[src/rtl/rg_pkg.sv]
package rg_pkg;
   localparam int NUM_TGT = 5;
   localparam int RND_W   = 4;

   typedef enum logic [1:0] {
      ST_IDLE = 2'd0,
      ST_ON   = 2'd1,
      ST_GAP  = 2'd2,
      ST_OVER = 2'd3
   } rg_state_e;
endpackage

[src/rtl/rg_rand.sv]
module rg_rand #(
   parameter int TICK_DIV = 1000,
   parameter int W        = 4
) (
   input  logic         clk,
   input  logic         rst_n,
   output logic [W-1:0] q
);
   logic tick;

   if (TICK_DIV < 1) begin : g_bad_div
      $error("rg_rand: TICK_DIV must be at least 1");
   end

   if (TICK_DIV == 1) begin : g_every
      assign tick = 1'b1;
   end else begin : g_div
      localparam int DW = $clog2(TICK_DIV);
      logic [DW-1:0] div_q;
      always_ff @(posedge clk or negedge rst_n) begin
         if (!rst_n)                         div_q <= '0;
         else if (div_q == DW'(TICK_DIV-1)) div_q <= '0;
         else                                div_q <= div_q + 1'b1;
      end
      assign tick = (div_q == DW'(TICK_DIV-1));
   end

   always_ff @(posedge clk or negedge rst_n) begin
      if (!rst_n)    q <= {1'b1, {(W-1){1'b0}}};
      else if (tick) q <= {q[W-2:0], q[W-1] ^ q[W-2]};
   end
endmodule

[src/rtl/rg_timer.sv]
module rg_timer #(
   parameter int TW = 8
) (
   input  logic          clk,
   input  logic          rst_n,
   input  logic          load,
   input  logic [TW-1:0] load_val,
   output logic          zero
);
   logic [TW-1:0] cnt;

   always_ff @(posedge clk or negedge rst_n) begin
      if (!rst_n)          cnt <= '0;
      else if (load)       cnt <= load_val;
      else if (cnt != '0)  cnt <= cnt - 1'b1;
   end

   assign zero = (cnt == '0);
endmodule

[src/rtl/rg_seg.sv]
module rg_seg #(
   parameter bit ACTIVE_LOW = 1'b0
) (
   input  logic [3:0] digit,
   output logic [6:0] seg
);
   logic [6:0] pat;

   always_comb begin
      case (digit)
         4'd0:    pat = 7'h3F;
         4'd1:    pat = 7'h06;
         4'd2:    pat = 7'h5B;
         4'd3:    pat = 7'h4F;
         4'd4:    pat = 7'h66;
         4'd5:    pat = 7'h6D;
         4'd6:    pat = 7'h7D;
         4'd7:    pat = 7'h07;
         4'd8:    pat = 7'h7F;
         4'd9:    pat = 7'h6F;
         default: pat = 7'h00;
      endcase
   end

   if (ACTIVE_LOW) begin : g_low
      assign seg = ~pat;
   end else begin : g_high
      assign seg = pat;
   end
endmodule

[src/rtl/reaction_game.sv]
module reaction_game
   import rg_pkg::*;
#(
   parameter int CLK_HZ         = 50_000_000,
   parameter int UNIT_DIV       = 2,
   parameter int GAP_DIV        = 4,
   parameter int TICK_DIV       = 1000,
   parameter int ROUNDS         = 9,
   parameter int LVL_W          = 2,
   parameter bit SEG_ACTIVE_LOW = 1'b0
) (
   input  logic               clk,
   input  logic               rst_n,
   input  logic               start,
   input  logic [NUM_TGT-1:0] btn,
   input  logic [LVL_W-1:0]   level,
   output logic [NUM_TGT-1:0] led,
   output logic [3:0]         score,
   output logic [6:0]         seg,
   output logic               busy,
   output logic               done
);
   localparam int ON_UNIT = CLK_HZ / UNIT_DIV;
   localparam int GAP_CYC = CLK_HZ / GAP_DIV;
   localparam int ON_MAX  = ON_UNIT * (2 ** LVL_W);
   localparam int T_MAX   = (ON_MAX > GAP_CYC) ? ON_MAX : GAP_CYC;
   localparam int TW      = $clog2(T_MAX + 1);
   localparam int ROUND_W = $clog2(ROUNDS + 1);

   if (ROUNDS < 1 || ROUNDS > 9) begin : g_bad_rounds
      $error("reaction_game: ROUNDS must fit one decimal digit");
   end
   if (ON_UNIT < 1 || GAP_CYC < 1) begin : g_bad_time
      $error("reaction_game: window and gap must be at least one cycle");
   end

   rg_state_e          st, st_nxt;
   logic [RND_W-1:0]   rnd_q;
   logic [2:0]         sel;
   logic [ROUND_W-1:0] rounds;
   logic [NUM_TGT-1:0] btn_q, press;
   logic               tmr_zero, tmr_ld;
   logic [TW-1:0]      tmr_val, on_len;
   logic               pick, clr, inc_score, inc_round;

   rg_rand #(.TICK_DIV(TICK_DIV), .W(RND_W)) u_rand (
      .clk   (clk),
      .rst_n (rst_n),
      .q     (rnd_q)
   );

   rg_timer #(.TW(TW)) u_timer (
      .clk      (clk),
      .rst_n    (rst_n),
      .load     (tmr_ld),
      .load_val (tmr_val),
      .zero     (tmr_zero)
   );

   rg_seg #(.ACTIVE_LOW(SEG_ACTIVE_LOW)) u_seg (
      .digit (score),
      .seg   (seg)
   );

   assign on_len = TW'(ON_UNIT) * (TW'(level) + TW'(1));
   assign press  = btn & ~btn_q;

   always_comb begin
      st_nxt    = st;
      tmr_ld    = 1'b0;
      tmr_val   = '0;
      pick      = 1'b0;
      clr       = 1'b0;
      inc_score = 1'b0;
      inc_round = 1'b0;
      case (st)
         ST_IDLE, ST_OVER: begin
            if (start) begin
               st_nxt  = ST_ON;
               clr     = 1'b1;
               pick    = 1'b1;
               tmr_ld  = 1'b1;
               tmr_val = on_len - TW'(1);
            end
         end
         ST_ON: begin
            if (press != '0 || tmr_zero) begin
               st_nxt    = ST_GAP;
               inc_round = 1'b1;
               inc_score = (press == led);
               tmr_ld    = 1'b1;
               tmr_val   = TW'(GAP_CYC - 1);
            end
         end
         default: begin
            if (tmr_zero) begin
               if (rounds == ROUND_W'(ROUNDS)) begin
                  st_nxt = ST_OVER;
               end else begin
                  st_nxt  = ST_ON;
                  pick    = 1'b1;
                  tmr_ld  = 1'b1;
                  tmr_val = on_len - TW'(1);
               end
            end
         end
      endcase
   end

   always_ff @(posedge clk or negedge rst_n) begin
      if (!rst_n) begin
         st     <= ST_IDLE;
         btn_q  <= '0;
         sel    <= '0;
         score  <= '0;
         rounds <= '0;
      end else begin
         st    <= st_nxt;
         btn_q <= btn;
         if (pick) sel <= 3'(rnd_q % 4'd5);
         if (clr) begin
            score  <= '0;
            rounds <= '0;
         end else begin
            if (inc_score) score  <= score + 4'd1;
            if (inc_round) rounds <= rounds + 1'b1;
         end
      end
   end

   for (genvar i = 0; i < NUM_TGT; i++) begin : g_led
      assign led[i] = (st == ST_ON) && (sel == 3'(i));
   end

   assign busy = (st == ST_ON) || (st == ST_GAP);
   assign done = (st == ST_OVER);
endmodule

[config.mk]
export PLATFORM = sky130hd
export DESIGN_NAME = reaction_game
export DESIGN_NICKNAME = d
export VERILOG_FILES = /design/src/rtl/rg_pkg.sv /design/src/rtl/rg_rand.sv /design/src/rtl/rg_timer.sv /design/src/rtl/rg_seg.sv /design/src/rtl/reaction_game.sv
export SDC_FILE = /design/constraint.sdc
export NUM_CORES = 1
export LEC_CHECK = 0
export BUFFER_PORTS_ARGS = -buffer_cell sky130_fd_sc_hd__buf_2
export CAP_MARGIN = 15
export CORE_ASPECT_RATIO = 1.5
export CORE_MARGIN = 4
export CORE_UTILIZATION = 45
export CTS_CLUSTER_SIZE = 14
export DETAILED_ROUTE_END_ITERATION = 10
export PLACE_DENSITY = 0.63
export SETUP_SLACK_MARGIN = 0.1
export SLEW_MARGIN = 40
export SYNTH_ARGS = -nofsm -noshare
export SYNTH_HDL_FRONTEND = slang
export SYNTH_HIERARCHICAL = 1
export SYNTH_SLANG_ARGS = --single-unit
[constraint.sdc]
create_clock -name clk -period 3.7 [get_ports clk]
set_input_delay 0.185 -clock clk [delete_from_list [all_inputs] [get_ports clk]]
set_output_delay 0.185 -clock clk [all_outputs]
set_load 0.03 [all_outputs]
# == Word-level counts from Yosys, hierarchy flattened ==
# Memories as Yosys holds them, arrays and structs flattened.
# Index checks and enable logic that the tools add are counted.
# totals
register_bits,59
rom_bits,112
in_bits,10
out_inout_bits,18
wordCells,77
mem_count,1
# mem_list
name,depth,word_bits,rd,rd_clocked_by_memory_dff,wr,line,source
(no name shown),16,7,1,0,0,rg_seg.sv:10,case (digit)
# classes
add_sub_neg,6
mul,1
n_div,1
n_eq_ne,12
n_mux,27
n_bitwise,3
reduce_logical,18
# ops
operator,count
2-to-1 mux 27 bit,5
case mux 27 bit (2 select lines),1
"subtractor 27 x 1 -> 27 bit, second input constant",2
logical NOT 27 bit,1
nonzero test 27 bit,1
2-to-1 mux 24 bit,1
"multiplier 19 x 3 -> 21 bit, first input constant",1
2-to-1 mux 4 bit,4
"adder 10 x 1 -> 10 bit, second input constant",1
"equality test 10 bit, second input constant",1
2-to-1 mux 10 bit,1
"adder 4 x 1 -> 4 bit, second input constant",2
2-to-1 mux 1 bit,8
2-to-1 mux 2 bit,4
"equality test 3 x 2 -> 1 bit, second input constant",2
nonzero test 2 bit,3
AND 5 bit,1
equality test 5 bit,1
logical AND 1 bit,5
inverter 5 bit,1
nonzero test 5 bit,1
"equality test 2 bit, second input constant",2
"equality test 4 bit, second input constant",1
"modulo 4 x 3 -> 4 bit, second input constant",1
14 further kinds,17

# == Logic depth before layout (Yosys ltp) ==
# logic_depth
depth_word,8
ltp_mapped,16
mapped_depth_nobuf,13

# == By module ==
# The synthesis kept the hierarchy.
# by_module_without_submodules
mod,instances,cells_per_inst,area_each_um2,seq_area_each_um2
reaction_game,1,215,1813.0,450.4
rg_timer,1,178,1627.8,675.6
rg_rand,1,62,733.2,351.6
rg_seg,1,28,219.0,0.0

# == Least setup slack after synthesis ==
# Ideal clock, no wire load.
# synth_timing
kind,register -> register
start,register u_timer.cnt[0]
end,register u_timer.cnt[8]
setup_time_ps,94
t_arrival_ps,3135
required_time_ps,3606
setup_slack_ps,471
path_stages_with_launch,17
path_buffers,3
synth_period_minus_slack_ps,3229
path_cell_list,dfrtp_1 inv_1 ha_1 or3b_1 nor4b_4 and3_1 buf_2 nand2_1 nor2_1 nor2_1 clkbuf_1 nand2_1 clkinv_1 nand2_1 nor4_4 buf_6 a211oi_1
# synth_via
elab_chain_len,5
elab_cells_between_ends,12
cone_classes,add/sub: 1; mux: 7; reduce/logical: 4
# synth_lines
element,line,source
from (decl),rg_timer.sv:10,logic [TW-1:0] cnt;
from (signal assigned),rg_timer.sv:14,else if (load) cnt <= load_val;
from (signal assigned),rg_timer.sv:15,else if (cnt != '0) cnt <= cnt - 1'b1;
logical NOT 27 bit *,rg_timer.sv:18,assign zero = (cnt == '0);
named net tmr_zero,reaction_game.sv:42,"logic tmr_zero, tmr_ld;"
logical OR 1 bit,reaction_game.sv:87,if (press != '0 || tmr_zero) begin
2-to-1 mux 1 bit,reaction_game.sv:87,
case mux 1 bit (2 select lines) *,reaction_game.sv:76,case (st)
named net tmr_ld,reaction_game.sv:42,
2-to-1 mux 27 bit or nonzero test 2 bit (tied branches),-,
# Mark *: on every way through the listed nets, which the timed path passes. The rest lies on a longest branch. The select of a mux whose other input is x is not followed.
# A chain may end at the register's enable or synchronous reset.

# == Worst setup path in the final report ==
# layout_timing
start,register u_timer.cnt[0]
end,register u_timer.cnt[11]
# Same word-level chain as after synthesis.

==> flow_metrics.py <==
metrics = {
    "die": {
        "initial_core_util_pct": 46.7,
        "core-area_mm2": 0.00942,
        "dieHeight_um": 129,
        "io_pins": 28,
        "num_rows": 43,
        "die_area_mm2": 0.0114,
        "die_x_um": 88.7,
    },
    "flow_run": {
        "cap_viol_max_count": 0,
    },
    "sta": {
        "tightestPinTransition_ns": 0.762,
        "setup_total_negative_slack_ns": 0,
        "slew_violations": 0,
        "final-setup-viol-count": 0,
        "skew_ns": 0.00282,
        "fin_crit_ns": 3.23,
        "period_share_pct": 87.4,
        "grt_setup_unrepaired": "no",
        "hold_viol": 0,
        "fmax_mhz": 309,
        "maxSlewHeadroom_pct": 48.8,
    },
    "logic_synthesis": {
        "syn_area_mm2": 0.00439,
        "synth_area_leader_cell": "dfrtp_1",
        "synthArstFlopShare_pct": 100,
        "netlist.area_leader.share_pct": 33.0,
        "yosysMostFrequentCell": "dfrtp_1",
        "avgSynthCellArea_um2": 9.10,
        "yosysWarnings": 6,
        "synth-seq-cells": 59,
        "syn_inst": 483,
        "synth_common_cells": "dfrtp_1 (58), nand2_1 (46), nor2_1 (41)",
        "synth_edf_count": 0,
        "ys.flop_type": "dfrtp_1",
        "ys_types": 72,
        "synth_seq_area_share_pct": 33.6,
        "syn_nets": 527,
        "synthTopCellsByArea": "dfrtp_1 (33%), ha_1 (9.7%), xnor2_1 (5.0%), nand2_1 (3.9%), nor2_1 (3.5%)",
    },
    "hold_path": {
        "hold_depth": 4,
        "holdPathEnd": "score[3]$_DFFE_PN0P_",
        "hp-class": "primary input to register",
        "hp-start": "start",
    },
    "route": {
        "drtIter0Drc": 155,
        "dr.pass1.iters": 4,
        "vias": 3559,
        "ant_nets": 0,
        "finalWirelength_mm": 9.61,
        "drc": 0,
        "viasPerCell": 5.63,
        "wl_per_cell_um": 15.2,
    },
    "grt": {
        "grt_pass1_wl_mm": 16.5,
        "track_usage_pct": 18.3,
        "antenna_found_initial": 0,
        "overflow": 0,
        "first_global_vias": 3527,
        "grt_max_degree": 40,
    },
    "power_and_ir_drop": {
        "power_density_mw_per_mm2": 691,
        "pwr-share-comb_pct": 45.1,
        "p_sw_uw": 1440,
        "switching_share_pct": 41.8,
        "power_leakage_uw": 0.00216,
        "p_clk_share_pct": 23.7,
        "intPower_uw": 2000,
        "seqPwrFrac_pct": 31.2,
        "ir_drop_mv": 0.355,
    },
    "worst_setup_path": {
        "startpoint_type": "register",
        "crit_required_ns": 3.88,
        "reg2reg_from": "u_timer/cnt[0]$_DFFE_PN0P_",
        "rr_endpoint": "u_timer/cnt[11]$_DFFE_PN0P_",
        "cpPeakStageDelay_ns": 0.43,
        "crit_family": "simple AND/OR/NAND/NOR gates",
        "cp_max_fo": 15,
        "critPathSlowestCell": "or3b_1",
        "path_class": "register to register",
        "cp-end-kind": "register",
        "worst-path-buf-inv": 3,
        "crit_arrival_ns": 3.41,
        "reg2reg_depth": 12,
        "crit_chain": "inv_1, ha_1, or3b_1, nor4b_4, and3_1, nand2b_1, o21ai_0, nand2_1, clkinv_1, buf_4, mux2i_1, nor2_1",
        "reg2reg_slack_ns": 0.47,
    },
    "clock_tree": {
        "post_cts_buffers": 0,
        "clockBufferDepth": 2,
        "cts_resized": 0,
        "h-tree-depth": 3,
        "cts_tree": "built",
        "cts_root_buf": "clkbuf_16",
        "clk_pin_slew_ns": 0.05,
        "numCtsBuffers": 9,
        "clock_latency_ns": 0.33,
        "cts.sinks": 59,
        "hold_buffers": 6,
    },
    "place": {
        "dp_hpwl_mm": 7.25,
        "numPortBuffers": 27,
        "gp_congestion": 0.889,
    },
    "run_status": {
        "status": "completed",
    },
    "cells_and_area": {
        "drive_gt1_share_pct": 14.6,
        "insertedDiodeCount": 0,
        "syn_to_final_growth_pct": 13.1,
        "nNetsFinal": 560,
        "final_util_pct": 52.8,
    },
}
==> tightest hold or removal path, stage by stage <==
cell and delay, ns:
buf_2 0.11, nand2_1 0.13, nand2_1 0.10, mux2i_1 0.06
==> placed cells by master (no fill, tap or decap), drive strengths merged, types with 3 or more instances in the layout <==
| cell type | Yosys | routed |
|---|---|---|
| dfrtp | 58 | 58 |
| nand2 | 46 | 46 |
| nor2 | 42 | 42 |
| ha | 34 | 34 |
| buf | 8 | 32 |
| inv | 29 | 29 |
| o21ai | 29 | 29 |
| xnor2 | 25 | 25 |
| xor2 | 15 | 15 |
| clkbuf | 8 | 14 |
| nor4 | 13 | 13 |
| a21oi | 12 | 12 |
| mux2i | 12 | 12 |
| nand2b | 12 | 12 |
| nor3 | 11 | 11 |
| a211oi | 11 | 11 |
| nand3 | 8 | 8 |
| o22ai | 7 | 7 |
| or3 | 7 | 7 |
| nand4 | 6 | 6 |
| and2 | 6 | 6 |
| and3 | 6 | 6 |
| dlygate4sd3 | 0 | 6 |
| mux2 | 6 | 6 |
| nor2b | 5 | 5 |
| a21o | 5 | 5 |
| a21boi | 4 | 4 |
| o211ai | 4 | 4 |
| or2 | 4 | 4 |
| o31a | 4 | 4 |
| nand4b | 4 | 4 |
| o31ai | 3 | 3 |
| nor3b | 3 | 3 |
| a31oi | 3 | 3 |
| and4bb | 3 | 3 |
| nor4b | 3 | 3 |
| or4 | 3 | 3 |
==> metal layers <==
layer / wire length (um) / vias up / track usage (%)
li1: - / 1773 / -
met2: 5030 / 67 / 31.1
met4: 302 / 0 / 9.34
met5: 0 / - / 0
met1: 4030 / 1697 / 21.6
met3: 253 / 22 / 3.31
==> metrics by stage <==
| stage | total power (uW) | setup slack [ns] | hold slack, ns | instance area [um2] | std cells |
|---|---|---|---|---|---|
| floorplan | 2220 | 0.471 | -0.111 | 4390 | 483 |
| global placement | 2580 | 0.574 | 0.171 | 4610 | 611 |
| detailed placement | 2620 | 0.479 | 0.173 | 4610 | 611 |
| CTS | 3450 | 0.466 | 0.285 | 4970 | 632 |
| global route | 3690 | 0.135 | 0.308 | 4970 | 632 |
| finish | 3430 | 0.465 | 0.289 | 4970 | 632 |
==> power groups by stage <==
stage | registers [uW] | logic, uW | clock network [uW]
2_1_floorplan | 1010 | 1210 | 0
3_3_place_gp | 1070 | 1510 | 0
3_5_place_dp | 1070 | 1540 | 0
4_1_cts | 1070 | 1560 | 825
5_1_grt | 1100 | 1740 | 852
6_report | 1070 | 1550 | 812
==> layout make-up <==
type / count / area (um2)
fill: 840 / 4450
multi-input combinational: 378 / 2710
sequential: 59 / 1480
clock buffer: 14 / 294
timing repair buffer: 38 / 233
tap: 112 / 140
inverter: 30 / 113
clock inverter: 1 / 5.00
==> state kept, by name (all words and copies together) (netlist names) <==
register,count
rounds,4
sel,3
btn_q,5
u_timer/cnt,27
u_rand/g_div.div_q,10
st,2
score,4
u_rand/q,4
==> kinds of logic (layout without fill, tap and decap cells) <==
group	count (synthesis)	in the layout	share of synthesized area (%)
flops	59	59	33.6
other cells	1	1	0.0854
simple gates	189	189	24.8
buf+inv	46	83	4.76
fa+ha+maj	34	34	9.68
mux	18	18	4.61
compound gates	96	96	14.4
xor+xnor	40	40	7.98
==> worst max-delay path by stage <==
stage	from	end	slack, ns	cells past startpoint
2_1_floorplan	u_timer/cnt[0]$_DFFE_PN0P_	u_timer/cnt[8]$_DFFE_PN0P_	0.47	16
3_3_place_gp	u_timer/cnt[0]$_DFFE_PN0P_	u_timer/cnt[11]$_DFFE_PN0P_	0.57	12
3_5_place_dp	u_timer/cnt[0]$_DFFE_PN0P_	u_timer/cnt[11]$_DFFE_PN0P_	0.48	12
4_1_cts	u_timer/cnt[0]$_DFFE_PN0P_	u_timer/cnt[11]$_DFFE_PN0P_	0.47	12
5_1_grt	u_timer/cnt[0]$_DFFE_PN0P_	u_timer/cnt[15]$_DFFE_PN0P_	0.13	12
6_report	u_timer/cnt[0]$_DFFE_PN0P_	u_timer/cnt[11]$_DFFE_PN0P_	0.47	12
No activity file was read; power rests on OpenSTA's default activity.
